===== src/rtl/fpbank_pkg.sv =====
package fpbank_pkg;
  localparam int unsigned CTL_W    = 32;
  localparam int unsigned BIT_BANK = 21;
  localparam int unsigned BIT_SIZE = 20;
  localparam int unsigned BIT_PREC = 19;
  localparam int unsigned NBANK    = 2;

  typedef struct packed {
    logic bank;
    logic size;
    logic prec;
  } mode_t;
endpackage


===== src/rtl/fpb_rst_sync.sv =====
module fpb_rst_sync (
  input  logic clk,
  input  logic rst_n,
  output logic rst_n_sync
);
  logic [1:0] stage_q;
  logic [1:0] stage_d;

  always_comb stage_d = {stage_q[0], 1'b1};

  always_ff @(posedge clk or negedge rst_n) begin
    if (!rst_n) stage_q <= '0;
    else        stage_q <= stage_d;
  end

  assign rst_n_sync = stage_q[1];
endmodule


===== src/rtl/fpb_ctrl.sv =====
module fpb_ctrl
  import fpbank_pkg::*;
(
  input  logic             clk,
  input  logic             rst_n,
  input  logic             we,
  input  logic [CTL_W-1:0] wdata,
  output mode_t            mode_q
);
  mode_t mode_d;
  logic  field_unused;

  // reserved and out-of-scope fields are dropped
  assign field_unused = ^{wdata[CTL_W-1:BIT_BANK+1], wdata[BIT_PREC-1:0]};

  always_comb begin
    mode_d = mode_q;
    if (we) begin
      mode_d.bank = wdata[BIT_BANK];
      mode_d.size = wdata[BIT_SIZE];
      mode_d.prec = wdata[BIT_PREC];
    end
  end

  always_ff @(posedge clk or negedge rst_n) begin
    if (!rst_n) mode_q <= '0;
    else        mode_q <= mode_d;
  end
endmodule


===== src/rtl/fpb_wdec.sv =====
module fpb_wdec
  import fpbank_pkg::*;
#(
  parameter int unsigned NREG = 16,
  localparam int unsigned IW  = $clog2(NREG)
) (
  input  mode_t                       mode,
  input  logic                        xfer_we,
  input  logic                        xfer_back,
  input  logic [IW-1:0]               xfer_idx,
  output logic                        illegal,
  output logic [NBANK-1:0][NREG-1:0]  bank_we
);
  logic          legal;
  logic          phys_sel;
  logic [IW-1:0] idx_hi;

  // reserved size/precision pair, or misaligned pair
  assign legal    = !(mode.size && mode.prec) && !(mode.size && xfer_idx[0]);
  assign illegal  = xfer_we && !legal;
  assign phys_sel = xfer_back ^ mode.bank;
  assign idx_hi   = {xfer_idx[IW-1:1], 1'b1};

  for (genvar b = 0; b < NBANK; b++) begin : g_bank
    for (genvar r = 0; r < NREG; r++) begin : g_reg
      localparam logic [IW-1:0] RIDX = IW'(r);
      logic hit;
      assign hit = (RIDX == xfer_idx) || (mode.size && (RIDX == idx_hi));
      assign bank_we[b][r] = xfer_we && legal && (phys_sel == b[0]) && hit;
    end
  end
endmodule


===== src/rtl/fpb_bank.sv =====
module fpb_bank #(
  parameter int unsigned DW   = 32,
  parameter int unsigned NREG = 16,
  localparam int unsigned IW  = $clog2(NREG)
) (
  input  logic            clk,
  input  logic [NREG-1:0] we,
  input  logic            pair,
  input  logic [DW-1:0]   wd_lo,
  input  logic [DW-1:0]   wd_hi,
  input  logic [IW-1:0]   ra_idx,
  input  logic [IW-1:0]   rb_idx,
  output logic [DW-1:0]   ra_data,
  output logic [DW-1:0]   rb_data
);
  logic [DW-1:0] row [NREG];

  for (genvar r = 0; r < NREG; r++) begin : g_row
    localparam bit ODD = (r % 2) == 1;
    logic [DW-1:0] q;
    logic [DW-1:0] d;

    always_comb d = (pair && ODD) ? wd_hi : wd_lo;

    always_ff @(posedge clk) begin
      if (we[r]) q <= d;
    end

    assign row[r] = q;
  end

  assign ra_data = row[ra_idx];
  assign rb_data = row[rb_idx];
endmodule


===== src/rtl/fpbank_regfile.sv =====
module fpbank_regfile
  import fpbank_pkg::*;
#(
  parameter int unsigned DW   = 32,
  parameter int unsigned NREG = 16,
  localparam int unsigned IW  = $clog2(NREG)
) (
  input  logic              clk,
  input  logic              rst_n,
  input  logic              ctl_we,
  input  logic [CTL_W-1:0]  ctl_wdata,
  output logic              mode_bank,
  output logic              mode_size,
  output logic              mode_prec,
  input  logic              xfer_we,
  input  logic              xfer_back,
  input  logic [IW-1:0]     xfer_idx,
  input  logic [2*DW-1:0]   xfer_wdata,
  output logic              xfer_illegal,
  input  logic              rda_back,
  input  logic [IW-1:0]     rda_idx,
  output logic [DW-1:0]     rda_data,
  input  logic              rdb_back,
  input  logic [IW-1:0]     rdb_idx,
  output logic [DW-1:0]     rdb_data
);
  logic                       rst_n_sync;
  mode_t                      mode_q;
  logic [NBANK-1:0][NREG-1:0] bank_we;
  logic [DW-1:0]              ra_bank [NBANK];
  logic [DW-1:0]              rb_bank [NBANK];
  logic                       ra_phys;
  logic                       rb_phys;

  fpb_rst_sync u_rst (
    .clk        (clk),
    .rst_n      (rst_n),
    .rst_n_sync (rst_n_sync)
  );

  fpb_ctrl u_ctrl (
    .clk    (clk),
    .rst_n  (rst_n_sync),
    .we     (ctl_we),
    .wdata  (ctl_wdata),
    .mode_q (mode_q)
  );

  fpb_wdec #(.NREG(NREG)) u_wdec (
    .mode      (mode_q),
    .xfer_we   (xfer_we),
    .xfer_back (xfer_back),
    .xfer_idx  (xfer_idx),
    .illegal   (xfer_illegal),
    .bank_we   (bank_we)
  );

  for (genvar b = 0; b < NBANK; b++) begin : g_bank
    fpb_bank #(.DW(DW), .NREG(NREG)) u_bank (
      .clk     (clk),
      .we      (bank_we[b]),
      .pair    (mode_q.size),
      .wd_lo   (xfer_wdata[DW-1:0]),
      .wd_hi   (xfer_wdata[2*DW-1:DW]),
      .ra_idx  (rda_idx),
      .rb_idx  (rdb_idx),
      .ra_data (ra_bank[b]),
      .rb_data (rb_bank[b])
    );
  end

  // logical set plus bank select picks the physical bank
  assign ra_phys  = rda_back ^ mode_q.bank;
  assign rb_phys  = rdb_back ^ mode_q.bank;
  assign rda_data = ra_bank[ra_phys];
  assign rdb_data = rb_bank[rb_phys];

  assign mode_bank = mode_q.bank;
  assign mode_size = mode_q.size;
  assign mode_prec = mode_q.prec;
endmodule


===== config.mk =====
export PLATFORM = sky130hd
export DESIGN_NAME = fpbank_regfile
export DESIGN_NICKNAME = d
export VERILOG_FILES = /design/src/rtl/fpbank_pkg.sv /design/src/rtl/fpb_rst_sync.sv /design/src/rtl/fpb_ctrl.sv /design/src/rtl/fpb_wdec.sv /design/src/rtl/fpb_bank.sv /design/src/rtl/fpbank_regfile.sv
export SDC_FILE = /design/constraint.sdc
export NUM_CORES = 1
export LEC_CHECK = 0
export BUFFER_PORTS_ARGS = -buffer_cell sky130_fd_sc_hd__buf_4
export CORE_MARGIN = 3
export CORE_UTILIZATION = 62
export CTS_CLUSTER_SIZE = 30
export DETAILED_ROUTE_END_ITERATION = 16
export GPL_TIMING_DRIVEN = 0
export PLACE_DENSITY = 0.8
export SLEW_MARGIN = 20
export SYNTH_ARGS = -nofsm -noshare
export SYNTH_HDL_FRONTEND = slang
export SYNTH_SLANG_ARGS = --single-unit

===== constraint.sdc =====
create_clock -name clk -period 2.45 [get_ports clk]
set_input_delay 0.245 -clock clk [delete_from_list [all_inputs] [get_ports clk]]
set_output_delay 0.245 -clock clk [all_outputs]
set_load 0.01 [all_outputs]

==> metrics.md <==
| Metric | Value |
|---|---|
| Leakage Power | 0.0195 uW |
| Seq/Total Area, Yosys | 64.4% |
| Io pins | 183 |
| Cell area after synthesis | roughly 48000 um^2 |
| DP Cell Count | 3435 |
| Status | complete, but fails checks |
| Fillers | 3524 |
| GP Congestion | 0.881 |
| Crit path kind | flip-flop to output pin |
| Max Cap Viol | 0 |
| Register bit total from synthesis | 1029 |
| Post-DRT Antenna Nets | 0 |
| FP Rows | 101 |
| Worst EP required | 2.20 ns |
| Most frequent cells in the layout | edfxtp_1, mux4_2, buf_4 |
| Starting density of the core | ~63% |
| Commonest non-fill, non-tap cell in the layout | edfxtp_1 |
| Tightest Pin Transition | approximately 1.4 ns |
| Dpl hpwl | about 100 mm |
| Number of port buffers | 147 |
| Avg Vias per Cell | 8.08 |
| Initial drt markers | around 5700 |
| Critical path fanouts, max | 5 |
| Setup TNS | -30.59 ns |
| FF/Latch Area | 30900 um^2 |
| TritonCTS Sinks | 1029 |
| Critical Path AT | 2.75 ns |
| Hold slack | 0.0602 ns |
| Unrepaired setup endpoints after global routing | true |
| Gr usage total | around two fifths |
| Type of origin of the critical path | flip-flop |
| Vias in the first global route | between 30000 and 40000 |
| Net count after synthesis | 2316 |
| Total number of vias | 30641 |
| Wire per inst | 44.7 um |
| 1st-pass router iterations | 5 |
| Tmin final | 2.99 ns |
| Multi-input gate area | 17800 um^2 |
| Antenna violations before repair | 3 |
| Final setup fails | 157 |
| Share of cells above drive strength 1 | 53.7% |
| Latest clock arrival within the worst-skew pair | 0.67 ns |
| Total routed wirelength | 170 mm |
| Largest net degree at the start of global routing | 18 |
| H-tree levels | 3 |
| Library cells used by synthesis | 28 |
| Clock tree buffer depth | 3 |
| Non-filler cells, final | about 3800 |
| Final worst slack | -0.544 ns |
| PD cells | just over 700 nW/um^2 |
| First-pass GRT wire length | 229 mm |
| Yosys Warn Count | 0 |
| Slew HR | 9.61% |
| Failing checks | negative setup slack |
| Nets | 2791 |
| Avg Synthesized Cell Area | 21.8 um^2 |
| Die Span Y | 284 um |
| Total CTS buffers | between 100 and 150 |
| Congestion Overflow GR | 0 |
| Clock transition at path regs | 0.06 ns |
| Maximum clock frequency | 0.334 GHz |
| Skew final | 0.0245 ns |
| Die width | 284 um |
| Final hold vios | 0 |
| Mapped Cells | 2201 |
| Fin. max-slew vios | 0 |
| VDD IR max | 0.655 mV |
| Die Area | 80700 um^2 |
| Min-delay worst type | flip-flop to asynchronous set/reset pin |
| Area Overhead vs Synth | 24.7% |
| Root buffer cell | clkbuf_16 |
| TritonCTS clock tree | done |
| Final worst-path cycle share | 122% |
| DRC | 0 |
| Worst Setup End Kind | output pin |
| Core Region | 76200 um^2 |
[kinds of logic (layout without fill, tap and decap cells)]
kind of cell	count (synthesis)	after routing	synth area share, %
flip-flops	1029	1029	64.4
multiplexers	803	803	30.6
buffers and inverters	175	734	2.39
AO/OA/AOI/OAI	129	129	2.02
AND/OR/NAND/NOR	60	60	0.553
XOR/XNOR	4	4	0.0731
other	1	2	0.00782
[area by class of cell]
| cell class | count | area share [%] |
|---|---|---|
| Tap cell | 1030 | 2.16 |
| Antenna cell | 1 | 0.00419 |
| Multi-Input combinational cell | 997 | 29.8 |
| Inverter | 1 | 0.00628 |
| Sequential cell | 1029 | 51.7 |
| Clock buffer | 120 | 4.49 |
| Buffer | 169 | 2.62 |
| Clock inverter | 67 | 1.17 |
| Timing Repair Buffer | 377 | 8.06 |
[stage by stage]
| stage | utilization (%) | cell area (um^2) | power, uW | setup WS, ns |
|---|---|---|---|---|
| global placement | 66.2 | 50400 | 24300 | -2.72 |
| detailed placement | 68.2 | 52000 | 24500 | -1.10 |
| CTS | 77.2 | 58900 | 41400 | -0.437 |
| floorplan | - | 48000 | 22600 | -0.428 |
| finish | 78.4 | 59800 | 42100 | -0.544 |
| global route | 78.4 | 59800 | 42800 | -0.527 |
[worst max-delay path, stage by stage (launching register included)]
cell and delay [ns]:
dfrtp_4 0.60, xnor2_4 0.31, buf_6 0.17, nand2b_4 0.12, buf_12 0.17, clkbuf_16 0.18
buf_12 0.13, o22ai_4 0.14, a221oi_2 0.07, buf_4 0.16
[final timing paths]
check | startpoint | to | slack (ns) | depth (start not counted)
setup / recovery | u_ctrl.mode_q[2] | rda_data[23] | -0.54 | 9
hold / removal | u_rst.stage_q[1] | u_ctrl.mode_q[0] | 0.06 | 0
setup reg to reg | u_ctrl.mode_q[2] | g_bank[0].u_bank.g_row[9].q[1] | -0.09 | 8
hold reg to reg | u_rst.stage_q[1] | u_ctrl.mode_q[0] | 0.06 | 0
max in group asynchronous | rst_n | u_rst.stage_q[0] | 1.85 | 3
min in group clk | xfer_wdata[59] | g_bank[0].u_bank.g_row[15].q[27] | 0.14 | 2
[state kept, by name (all words and copies together), names as in the netlist]
name and cells:
g_bank.u_bank.g_row.q 1024, u_ctrl.mode_q 3, u_rst.stage_q 2
[metal layers]
layer / share of wire (%) / GRT usage (%)
met2: 46 / 63.3
met3: 15 / 11.4
met4: 8.4 / 24.4
met5: 0.057 / 0
met1: 30 / 52.2
[synthesized netlist by cell type, drive strengths merged]
master / count / area, um^2
edfxtp: 1024 / 30700
mux4: 512 / 11500
mux2: 163 / 1840
mux2i: 128 / 1280
buf: 110 / 896
a221oi: 64 / 561
clkbuf: 64 / 244
o22ai: 64 / 400
nor2: 36 / 135
nand2: 7 / 26.3
dfrtp: 5 / 125
nand2b: 4 / 25.0
nor2b: 4 / 25.0
or3: 4 / 25.0
xnor2: 3 / 26.3
and3: 2 / 12.5
nand3: 2 / 10.0
conb: 1 / 3.75
inv: 1 / 3.75
o21ai: 1 / 5.00
or2: 1 / 6.26
xor2: 1 / 8.76
[power breakdown]
part           internal [uW]  total (uW)  switching [uW]
logic                   2740        6130            3380
registers              19700       19800            99.9
clock network           9290       16200            6960
[what timing repair did]
action                      CTS  global route
pin swaps                    45            44
gates resized for setup     353            62
buffers inserted             61            57
setup endpoints to repair  1122           616
hold buffers                 40             0
cloned                       11             8
hold endpoints to repair    517             0
Note: power is estimated with default switching activity, not from simulation.
